**src/rtl/dacfe_pkg.sv**
```systemverilog
`timescale 1ns/1ps
package dacfe_pkg;
  localparam int CODE_W = 10;
  localparam int BUS_W  = 16;
  localparam int BYTE_W = 8;
  localparam int LOW_W  = CODE_W - BYTE_W;

  typedef enum logic [1:0] {
    XF_AUTO = 2'b00,
    XF_CMD  = 2'b01,
    XF_EXT  = 2'b10,
    XF_HOLD = 2'b11
  } xfer_mode_e;

  // whole code from one wide write
  function automatic logic [CODE_W-1:0] load_full(input logic [BUS_W-1:0] d, input logic left);
    return left ? d[BUS_W-1 -: CODE_W] : d[CODE_W-1:0];
  endfunction

  // first byte: fills all latch bits, the part it cannot reach is cleared
  function automatic logic [CODE_W-1:0] load_first(input logic [BUS_W-1:0] d, input logic left);
    return left ? {d[BYTE_W-1:0], {LOW_W{1'b0}}} : {{LOW_W{1'b0}}, d[BYTE_W-1:0]};
  endfunction

  // second byte: patches only the LOW_W bits the first one missed
  function automatic logic [CODE_W-1:0] patch_second(input logic [CODE_W-1:0] cur,
                                                    input logic [BUS_W-1:0] d,
                                                    input logic left);
    logic [CODE_W-1:0] r;
    r = cur;
    if (left) r[LOW_W-1:0] = d[BYTE_W-1 -: LOW_W];
    else      r[CODE_W-1 -: LOW_W] = d[LOW_W-1:0];
    return r;
  endfunction
endpackage

```
**src/rtl/dacfe_edge_sync.sv**
```systemverilog
`timescale 1ns/1ps
module dacfe_edge_sync #(
  parameter int STAGES = 2,
  parameter bit RISE   = 1'b1
) (
  input  logic clk,
  input  logic rst,
  input  logic lvl,
  output logic evt
);
  logic [STAGES-1:0] sh;
  logic              prev;
  logic              synced;

  assign synced = sh[STAGES-1];

  always_ff @(posedge clk) begin
    if (rst) begin
      sh   <= '0;
      prev <= 1'b0;
    end else begin
      sh   <= {sh[STAGES-2:0], lvl};
      prev <= synced;
    end
  end

  generate
    if (RISE) begin : g_rise
      assign evt = synced & ~prev;
    end else begin : g_fall
      assign evt = ~synced & prev;
    end
  endgenerate

  // an edge event lasts exactly one cycle
  a_r2_evt_single: assert property (@(posedge clk) disable iff (rst) evt |=> !evt);
endmodule

```
**src/rtl/dacfe_input_latch.sv**
```systemverilog
`timescale 1ns/1ps
module dacfe_input_latch
  import dacfe_pkg::*;
(
  input  logic              clk,
  input  logic              rst,
  input  logic              wr_evt,
  input  logic              wide,
  input  logic              left,
  input  logic              ptr_clr,
  input  logic [BUS_W-1:0]  din,
  output logic [CODE_W-1:0] latch_q,
  output logic [CODE_W-1:0] latch_nx,
  output logic              second_wr
);
  logic ptr_second;

  always_comb begin
    latch_nx = latch_q;
    if (wr_evt) begin
      if (wide)             latch_nx = load_full(din, left);
      else if (!ptr_second) latch_nx = load_first(din, left);
      else                  latch_nx = patch_second(latch_q, din, left);
    end
  end

  assign second_wr = wr_evt & ~wide & ptr_second;

  always_ff @(posedge clk) begin
    if (rst) begin
      latch_q    <= '0;
      ptr_second <= 1'b0;
    end else begin
      latch_q <= latch_nx;
      if (ptr_clr)               ptr_second <= 1'b0;
      else if (wr_evt && !wide)  ptr_second <= ~ptr_second;
    end
  end

  // left-justified first byte clears the two low bits
  a_r4_first_clears_low: assert property (@(posedge clk) disable iff (rst)
    (wr_evt && !wide && !ptr_second && left) |=> (latch_q[LOW_W-1:0] == '0));
  // right-justified first byte clears the two high bits
  a_r5_first_clears_high: assert property (@(posedge clk) disable iff (rst)
    (wr_evt && !wide && !ptr_second && !left) |=> (latch_q[CODE_W-1 -: LOW_W] == '0));
  // wide writes leave the byte pointer alone
  a_r6_ptr_wide_stable: assert property (@(posedge clk) disable iff (rst)
    (wr_evt && wide && !ptr_clr) |=> $stable(ptr_second));
  // pointer is back to first after a clear
  a_r6_ptr_cleared: assert property (@(posedge clk) disable iff (rst)
    ptr_clr |=> !ptr_second);
endmodule

```
**src/rtl/dac_dbuf_front.sv**
```systemverilog
`timescale 1ns/1ps
module dac_dbuf_front
  import dacfe_pkg::*;
#(
  parameter int SYNC_STAGES = 2
) (
  input  logic              clk,
  input  logic              rst,
  input  logic              cs_n,
  input  logic              wr_n,
  input  logic              xfer_n,
  input  logic              ext_stb,
  input  logic              bus_wide,
  input  logic              left_just,
  input  logic [1:0]        xfer_mode,
  input  logic [BUS_W-1:0]  din,
  output logic [CODE_W-1:0] dac_code,
  output logic              pending
);
  logic              wr_evt;
  logic              cmd_evt;
  logic              ext_evt;
  logic              xfer_fire;
  logic              auto_fire;
  logic              second_wr;
  logic [CODE_W-1:0] latch_q;
  logic [CODE_W-1:0] latch_nx;
  xfer_mode_e        mode;

  assign mode = xfer_mode_e'(xfer_mode);

  // write commits when the combined active strobe ends
  dacfe_edge_sync #(.STAGES(SYNC_STAGES), .RISE(1'b0)) u_wr_sync (
    .clk(clk), .rst(rst), .lvl(~cs_n & ~wr_n), .evt(wr_evt));
  // command transfer commits on release of xfer_n
  dacfe_edge_sync #(.STAGES(SYNC_STAGES), .RISE(1'b0)) u_cmd_sync (
    .clk(clk), .rst(rst), .lvl(~xfer_n), .evt(cmd_evt));
  // external strobe acts on its rising edge
  dacfe_edge_sync #(.STAGES(SYNC_STAGES), .RISE(1'b1)) u_ext_sync (
    .clk(clk), .rst(rst), .lvl(ext_stb), .evt(ext_evt));

  dacfe_input_latch u_latch (
    .clk(clk), .rst(rst), .wr_evt(wr_evt), .wide(bus_wide), .left(left_just),
    .ptr_clr(auto_fire), .din(din), .latch_q(latch_q), .latch_nx(latch_nx),
    .second_wr(second_wr));

  assign auto_fire = (mode == XF_AUTO) & wr_evt & (bus_wide | second_wr);

  always_comb begin
    unique case (mode)
      XF_AUTO: xfer_fire = auto_fire;
      XF_CMD:  xfer_fire = cmd_evt;
      XF_EXT:  xfer_fire = ext_evt;
      default: xfer_fire = 1'b0;
    endcase
  end

  always_ff @(posedge clk) begin
    if (rst) begin
      dac_code <= '0;
      pending  <= 1'b0;
    end else begin
      if (xfer_fire) begin
        dac_code <= latch_nx;
        pending  <= 1'b0;
      end else if (wr_evt) begin
        pending  <= 1'b1;
      end
    end
  end

  // reset empties the outputs
  a_r1_reset_clears: assert property (@(posedge clk)
    rst |=> (dac_code == '0 && !pending));
  // no transfer, no change on the converter code
  a_r12_no_partial: assert property (@(posedge clk) disable iff (rst)
    !xfer_fire |=> $stable(dac_code));
  // hold mode freezes the code
  a_r10_hold_mode: assert property (@(posedge clk) disable iff (rst)
    (mode == XF_HOLD && !wr_evt) |=> $stable(dac_code));
  // a completing write in auto mode leaves both levels equal
  a_r7_auto_match: assert property (@(posedge clk) disable iff (rst)
    (wr_evt && mode == XF_AUTO && (bus_wide || second_wr)) |=> (dac_code == latch_q));
  // untransferred write raises pending
  a_r11_pend_set: assert property (@(posedge clk) disable iff (rst)
    (wr_evt && !xfer_fire) |=> pending);
  // a transfer clears pending
  a_r11_pend_clr: assert property (@(posedge clk) disable iff (rst)
    xfer_fire |=> !pending);
endmodule

```
**config.mk**
```make
export PLATFORM = sky130hd
export DESIGN_NAME = dac_dbuf_front
export DESIGN_NICKNAME = d
export VERILOG_FILES = /design/src/rtl/dacfe_pkg.sv /design/src/rtl/dacfe_edge_sync.sv /design/src/rtl/dacfe_input_latch.sv /design/src/rtl/dac_dbuf_front.sv
export SDC_FILE = /design/constraint.sdc
export NUM_CORES = 1
export LEC_CHECK = 0
export CORE_UTILIZATION = 51
export CTS_CLUSTER_SIZE = 28
export DETAILED_ROUTE_END_ITERATION = 10
export PLACE_DENSITY = 0.91
export SLEW_MARGIN = 20
export SYNTH_ARGS = -nofsm -noshare
export SYNTH_HDL_FRONTEND = slang
export SYNTH_SLANG_ARGS = --single-unit
```
**constraint.sdc**
```tcl
create_clock -name clk -period 4.3 [get_ports clk]
set_clock_uncertainty 0.1 [all_clocks]
set_input_delay 0.43 -clock clk [delete_from_list [all_inputs] [get_ports clk]]
set_output_delay 0.43 -clock clk [all_outputs]
set_load 0.01 [all_outputs]
```
* Word level (Yosys, flattened, before mapping)
Cells that the tools add are included.
** Storage, ports and cells
- Register bits :: 31
- Word-level logic and storage cells :: 42
** Cells by class
- Bitwise gates (word level) :: 17
- Reductions and logical operators :: 5
- Equality and inequality tests :: 2
- Multiplexer cells :: 8
** Operator list (number)
- 10-bit two-way mux :: 5
- 1-bit AND :: 8
- 1-bit NOT :: 8
- 2-bit two-way mux :: 2
- 2-bit OR reduction :: 2
- 1-bit case mux with 3 select lines :: 1
- 2-bit by 1-bit equality test with 1-bit output, second input constant :: 1
- 2-bit equality test, second input constant :: 1
- 2-bit logical NOT :: 1
- 1-bit logical AND :: 1
- 1-bit logical NOT :: 1
- 1-bit bitwise OR :: 1

* Longest topological paths before layout
Gate-level depths: netlist of the first run.
- Depth after elaboration :: 8
- Gate-level depth with buffers :: 6
- Gate-level depth less buffers :: 4

* Hierarchy
From an unflattened synthesis of the first run, not the netlist that was laid out.
** Second synthesis, totals
- Cells, all modules :: 167
- Area, all modules :: 1530.2 µm²
** By module, submodules not included
- dacfe_input_latch :: cells each 91, area an instance 723.2 µm², instances 1
- dac_dbuf_front :: cells each 55, area an instance 544.3 µm², instances 1
- dacfe_edge_sync :: cells each 7, area an instance 87.6 µm², instances 3

* Worst setup path after synthesis of the first run
OpenSTA, ideal clock, no wires.
- Path kind :: input port to flip-flop
- Start :: in bus_wide
- End :: reg dac_code[0]
- Stages on the path :: 5
- Arrival :: 1.414 ns
- Path buffers :: 2
- Setup time :: 0.081 ns
- Path slack :: 2.705 ns
- Cell sequence :: or2_1 -> a311o_1 -> buf_6 -> buf_12 -> a211oi_2
** Between the ends
- Word-level cells in the longest chain between the ends :: 6
** Ends and longest elaborated chain
- from (decl) :: line dac_dbuf_front.sv:13 : input logic bus_wide,
- 1-bit NOT :: line dacfe_input_latch.sv:27 : assign second_wr = wr_evt & ~wide & ptr_second;
- 1-bit AND (2 in a row) :: line dacfe_input_latch.sv:27
- 1-bit bitwise OR :: line dac_dbuf_front.sv:47 : assign auto_fire = (mode == XF_AUTO) & wr_evt & (bus_wide | second_wr);
- 1-bit AND :: line dac_dbuf_front.sv:47
- 1-bit case mux with 3 select lines :: line dac_dbuf_front.sv:50 : unique case (mode)
- to (signal assigned) :: line dac_dbuf_front.sv:64 : dac_code <= latch_nx;
- to (decl) :: line dac_dbuf_front.sv:17 : output logic [CODE_W-1:0] dac_code,
Several ways; a longest one is shown, not always the timed one.
A chain may end at the register's enable or synchronous reset.

* Worst setup path in the final report of the first run
- Start :: in bus_wide
- End :: reg dac_code[9]
Same word-level chain as after synthesis.

==> flow_summary.toml, run 1 <==
[setup_path]
path_max_fanout = 19
crit_start = "bus_wide"
start_kind = "input pin"
worstSetupPathType = "input pin to flop"
worstPathArrival_ps = 2690
crit_path_end_kind = "flop"
reg2reg_from = "u_wr_sync.prev$_SDFF_PP0_"
crit_required_ps = 4450

[logic_synthesis]
synth_area_um2 = 1385
synth.distinct_cells = 34
ys.flop_type = "dfxtp_1"
synth_edf_count = 0
async_flop_share = 0
syn_avg_cell_area_um2 = 9.686
synthCells = 143
ys_ff_latch = 31
synth_seq_area_share = 0.4481
ys.warnings.count = 0
syn_nets = 169

[floorplanning]
core_um2 = 2522
start_util = 0.5491
ioPinCount = 37
die_y_um = 54.12
die_w_um = 54.12
rows = 18
die_area_um2 = 2928

[timing]
setup_viol = 0
hold_slack_ps = 349.4
hold_viol = 0
period_needed_ps = 2541
tns_ps = 0
rsz0062_at_grt = "false"
clock.fmax_ghz = 0.3936
worst-slew-pin-transition_ps = 899.1
worst_slack_ps = 1759
finalCritPeriodShare = 0.5909
drv_slew = 0
slew_headroom = 0.4006

[pwr]
leakage_nw = 0.6434
vdd_drop_max_v = 0.0003373
power_density_nw_per_um2 = 336.2

[final_layout]
final_core_util = 0.7158
syn_to_final_growth_pct = 30.35
drive_above_1_share = 0.1292
nets = 203
diodes = 0
final_common_cell = "clkdlybuf4s50_1"
final_cell_mix = "clkdlybuf4s50_1, dfxtp_1, nor2_1"
design_area_um2 = 1805

[placed_design]
pre_cts_slack_ps = 1486
place_hpwl_um = 2071
port_buffers = 36
place_area_um2 = 1719
gp_congestion = 0.8122

[min_path]
min_from = "u_cmd_sync.sh[0]$_SDFF_PP0_"
hp-class = "flop to flop"

[clock_tree]
clkLatencyLatePin_ps = 330
numCtsBuffers = 5
clk_pin_slew_ps = 100
root_buffer = "clkbuf_4"
cts_resized = 0
cts_setup_buffers = 0
clk_path_buf_depth = 2
cts_tree = "done"
holdBufCountCts = 0
h-tree-depth = 2
cts_num_sinks = 31

[job]
max_cap_viol_count = 0

[routing]
drt_iter0_drc = 31
dr.pass1.iters = 4
drc_errors = 0
ant_nets = 0
wirelength_um = 2928
vias_per_cell = 5.510
wl_per_cell_um = 14.08
vias = 1146

[global_route]
first_global_vias = 1003
grt_pass1_wl_um = 4671
antenna_found_initial = 0
overflow = 0
grt_util_all_layers = 0.2369
grt_max_degree = 33

[status]
outcome = "complete, no violations"
-- state kept, by name, summed over array words and instances, names as in the netlist --
signal,count
u_ext_sync.sh,2
u_cmd_sync.sh,2
u_wr_sync.sh,2
u_ext_sync.prev,1
u_latch.latch_q,10
pending,1
u_cmd_sync.prev,1
u_wr_sync.prev,1
dac_code,10
u_latch.ptr_second,1
-- Yosys cell counts, types with 2 or more instances --
cell / instances / area (µm²)
dfxtp_1: 31 / 620.6
nor2_1: 30 / 112.6
a211oi_2: 9 / 112.6
a21oi_1: 8 / 40.04
nor2b_1: 8 / 50.05
a2111oi_1: 7 / 70.07
mux2i_1: 7 / 70.07
nand2_1: 5 / 18.77
a22oi_1: 4 / 30.03
clkbuf_1: 4 / 15.01
nand2b_1: 3 / 18.77
buf_2: 2 / 10.01
buf_6: 2 / 22.52
nor3_1: 2 / 10.01
o21ai_0: 2 / 10.01
-- routing by layer --
metal / up-vias / global-route usage / share of wire
li1: 584 / - / -
met1: 528 / 0.2936 / 0.45
met2: 28 / 0.3745 / 0.48
met3: 6 / 0.07627 / 0.055
met4: 0 / 0.1026 / 0.016
met5: - / 0 / 0
-- worst paths after layout --
path	slack [ps]	end	cells past startpoint
worst max-delay path	1760	dac_code[9]$_SDFFE_PP0P_	5
worst min-delay path	350	u_cmd_sync.sh[1]$_SDFF_PP0_	1
worst max register to register	2020	dac_code[9]$_SDFFE_PP0P_	4
worst min register to register	350	u_cmd_sync.sh[1]$_SDFF_PP0_	1
-- critical path, stage by stage --
cell,delay [ps]
clkdlybuf4s50_1,870
or2_1,230
a311o_1,770
nor2_1,130
a211oi_2,260
-- area by class of cell --
type | count | area [µm²]
multi-input combinational | 101 | 689.4
tap | 30 | 37.54
sequential | 31 | 620.6
fill | 208 | 716.9
clock buffer | 6 | 51.30
clock inverter | 2 | 35.03
inverter | 1 | 3.754
timing repair buffer | 37 | 367.9
-- metrics by stage --
| stage | cells | total power [mW] |
|---|---|---|
| after floorplan | 143 | 0.3423 |
| after global placement | 200 | 0.3752 |
| after detailed placement | 200 | 0.3776 |
| after CTS | 208 | 0.6154 |
| after global routing | 208 | 0.6319 |
| final | 208 | 0.6070 |
-- power breakdown --
| group | switching, mW | internal, mW |
|---|---|---|
| combinational | 0.0327 | 0.0410 |
| clock | 0.0980 | 0.137 |
| sequential | 0.00345 | 0.294 |
| total | 0.134 | 0.473 |
-- logic make-up after synthesis --
| group | after synthesis | synth area share |
|---|---|---|
| simple gates | 56 | 0.2051 |
| buf+inv | 11 | 0.05419 |
| flops | 31 | 0.4481 |
| mux | 8 | 0.05872 |
| compound gates | 37 | 0.2340 |
Power figures use the tool's default switching activity.
==> inputs of run 2 (changes only) <==
--- a/config.mk
+++ b/config.mk
@@ -5,10 +5,10 @@
 export SDC_FILE = /design/constraint.sdc
 export NUM_CORES = 1
 export LEC_CHECK = 0
-export CORE_UTILIZATION = 51
+export CORE_UTILIZATION = 47
 export CTS_CLUSTER_SIZE = 28
 export DETAILED_ROUTE_END_ITERATION = 10
-export PLACE_DENSITY = 0.91
+export PLACE_DENSITY = 0.85
 export SLEW_MARGIN = 20
 export SYNTH_ARGS = -nofsm -noshare
 export SYNTH_HDL_FRONTEND = slang
==> constraint.sdc (replaced) <==
create_clock -name clk -period 2.7 [get_ports clk]
set_clock_uncertainty 0.1 [all_clocks]
set_input_delay 0.27 -clock clk [delete_from_list [all_inputs] [get_ports clk]]
set_output_delay 0.27 -clock clk [all_outputs]
set_load 0.01 [all_outputs]
==> flow_summary.toml, run 2 (same netlist as run 1, synthesis figures left out) <==
[status]
outcome = "complete, no violations"

[routing]
drc_errors = 0
vias_per_cell = 5.587
wirelength_um = 3016
dr.pass1.iters = 4
ant_nets = 0
wl_per_cell_um = 14.16
vias = 1190
drt_iter0_drc = 61

[final_layout]
diodes = 0
drive_above_1_share = 0.1484
nets = 207
reg_top3 = "dac_code: 10 flops, u_latch.latch_q: 10 flops"
final_cell_mix = "clkdlybuf4s50_1, dfxtp_1, nor2_1"
nFillCells = 226
design_area_um2 = 1868
syn_to_final_growth_pct = 34.87
final_common_cell = "clkdlybuf4s50_1"

[timing]
drv_slew = 0
finalCritPeriodShare = 0.6756
worst-slew-pin-transition_ps = 702.0
rsz0062_at_grt = "false"
hold_viol = 0
clock.fmax_ghz = 0.5482
tns_ps = 0
period_needed_ps = 1824
slew_headroom = 0.5305
setup_viol = 0

[setup_path]
reg2reg_from = "u_latch.ptr_second$_SDFFE_PP0N_"
worstSetupPathType = "input pin to flop"
crit_path_end_kind = "flop"
path_max_fanout = 21
crit_start = "left_just"
cp_cell_sequence = "clkdlybuf4s50_1 > buf_4 > nand2b_1 > a21oi_1 > a2111oi_1 > o41ai_1"
cp-endpoint = "dac_code[8]$_SDFFE_PP0P_"
r2r_end = "dac_code[8]$_SDFFE_PP0P_"
crit_required_ps = 2790
slowest_stage = "clkdlybuf4s50_1"
slowest_delay_ps = 520
rrSetupSlack_ps = 1030
rr_worst_depth = 4
worstPathArrival_ps = 1910
start_kind = "input pin"

[global_route]
grt_util_all_layers = 0.2144
antenna_found_initial = 0
grt_max_degree = 22
grt_pass1_wl_um = 5271
overflow = 0
first_global_vias = 1188

[clock_tree]
root_buffer = "clkbuf_4"
clk_pin_slew_ps = 100
clkLatencyLatePin_ps = 320
holdBufCountCts = 0
cts_num_sinks = 31
cts_setup_buffers = 0
h-tree-depth = 2
numCtsBuffers = 5
cts_tree = "done"
cts_resized = 0
clk_path_buf_depth = 2

[placed_design]
gp_congestion = 0.7912
port_buffers = 36
place_area_um2 = 1763
place_hpwl_um = 2196

[floorplanning]
die_w_um = 56.29
ioPinCount = 37
start_util = 0.4980
rows = 19
die_area_um2 = 3168
die_y_um = 56.29
core_um2 = 2781

[min_path]
hp-class = "flop to flop"

[pwr]
power_density_nw_per_um2 = 562.0
vdd_drop_max_v = 0.0005861
leakage_nw = 0.6716

[job]
max_cap_viol_count = 0
-- run 2: how the worst min path moves through the flow --
stage / to / cells past startpoint / slack [ps] / from
2_1_floorplan: u_ext_sync.sh[1]$_SDFF_PP0_ / 1 / 240 / rst
3_3_place_gp: u_ext_sync.sh[1]$_SDFF_PP0_ / 1 / 320 / u_ext_sync.sh[0]$_SDFF_PP0_
3_5_place_dp: u_cmd_sync.sh[1]$_SDFF_PP0_ / 1 / 330 / u_cmd_sync.sh[0]$_SDFF_PP0_
4_1_cts: u_cmd_sync.sh[0]$_SDFF_PP0_ / 2 / 350 / xfer_n
5_1_grt: u_cmd_sync.sh[0]$_SDFF_PP0_ / 2 / 340 / xfer_n
6_report: u_wr_sync.sh[1]$_SDFF_PP0_ / 1 / 350 / u_wr_sync.sh[0]$_SDFF_PP0_
-- run 2: routing by layer --
metal  up-vias  wire length [µm]  part of all wire  GRT usage
met3         2               217             0.072    0.05530
li1        591                 -                 -          -
met5         -                 0                 0          0
met4         0                16            0.0053    0.09756
met2        41              1497              0.50     0.3486
met1       556              1284              0.43     0.2665
-- run 2: per-stage QoR --
| stage | hold slack [ps] | cells | utilization | power [mW] | worst slack [ps] |
|---|---|---|---|---|---|
| CTS | 353.5 | 213 | 0.6716 | 1.055 | 869.9 |
| detailed placement | 334.8 | 205 | 0.6338 | 0.6076 | 553.1 |
| floorplan | 241.6 | 143 | - | 0.5451 | 1176 |
| global route | 342.8 | 213 | 0.6716 | 1.096 | 731.1 |
| global placement | 318.1 | 205 | 0.6338 | 0.6036 | 576.5 |
| finish | 352.0 | 213 | 0.6716 | 1.050 | 875.8 |
-- run 2: area by class of cell --
| class | instances | area (µm²) | share of cell area |
|---|---|---|---|
| inverters | 1 | 3.754 | 0.002009 |
| clock inverters | 3 | 67.56 | 0.03617 |
| well taps | 31 | 38.79 | 0.02076 |
| clock buffers | 5 | 37.54 | 0.02009 |
| flip-flops and latches | 31 | 620.6 | 0.3322 |
| multi-input cells | 101 | 689.4 | 0.3691 |
| repair buffers | 41 | 410.4 | 0.2197 |
-- run 2: where the power goes --
part | internal, mW | switching [mW]
registers | 0.469 | 0.00507
clock network | 0.288 | 0.164
logic | 0.0697 | 0.0543
-- run 2: worst max-delay path: cells and delay by family --
kind,cells,cell delay (ps)
compound gates,3,690
buf+inv,2,770
simple gates,1,170
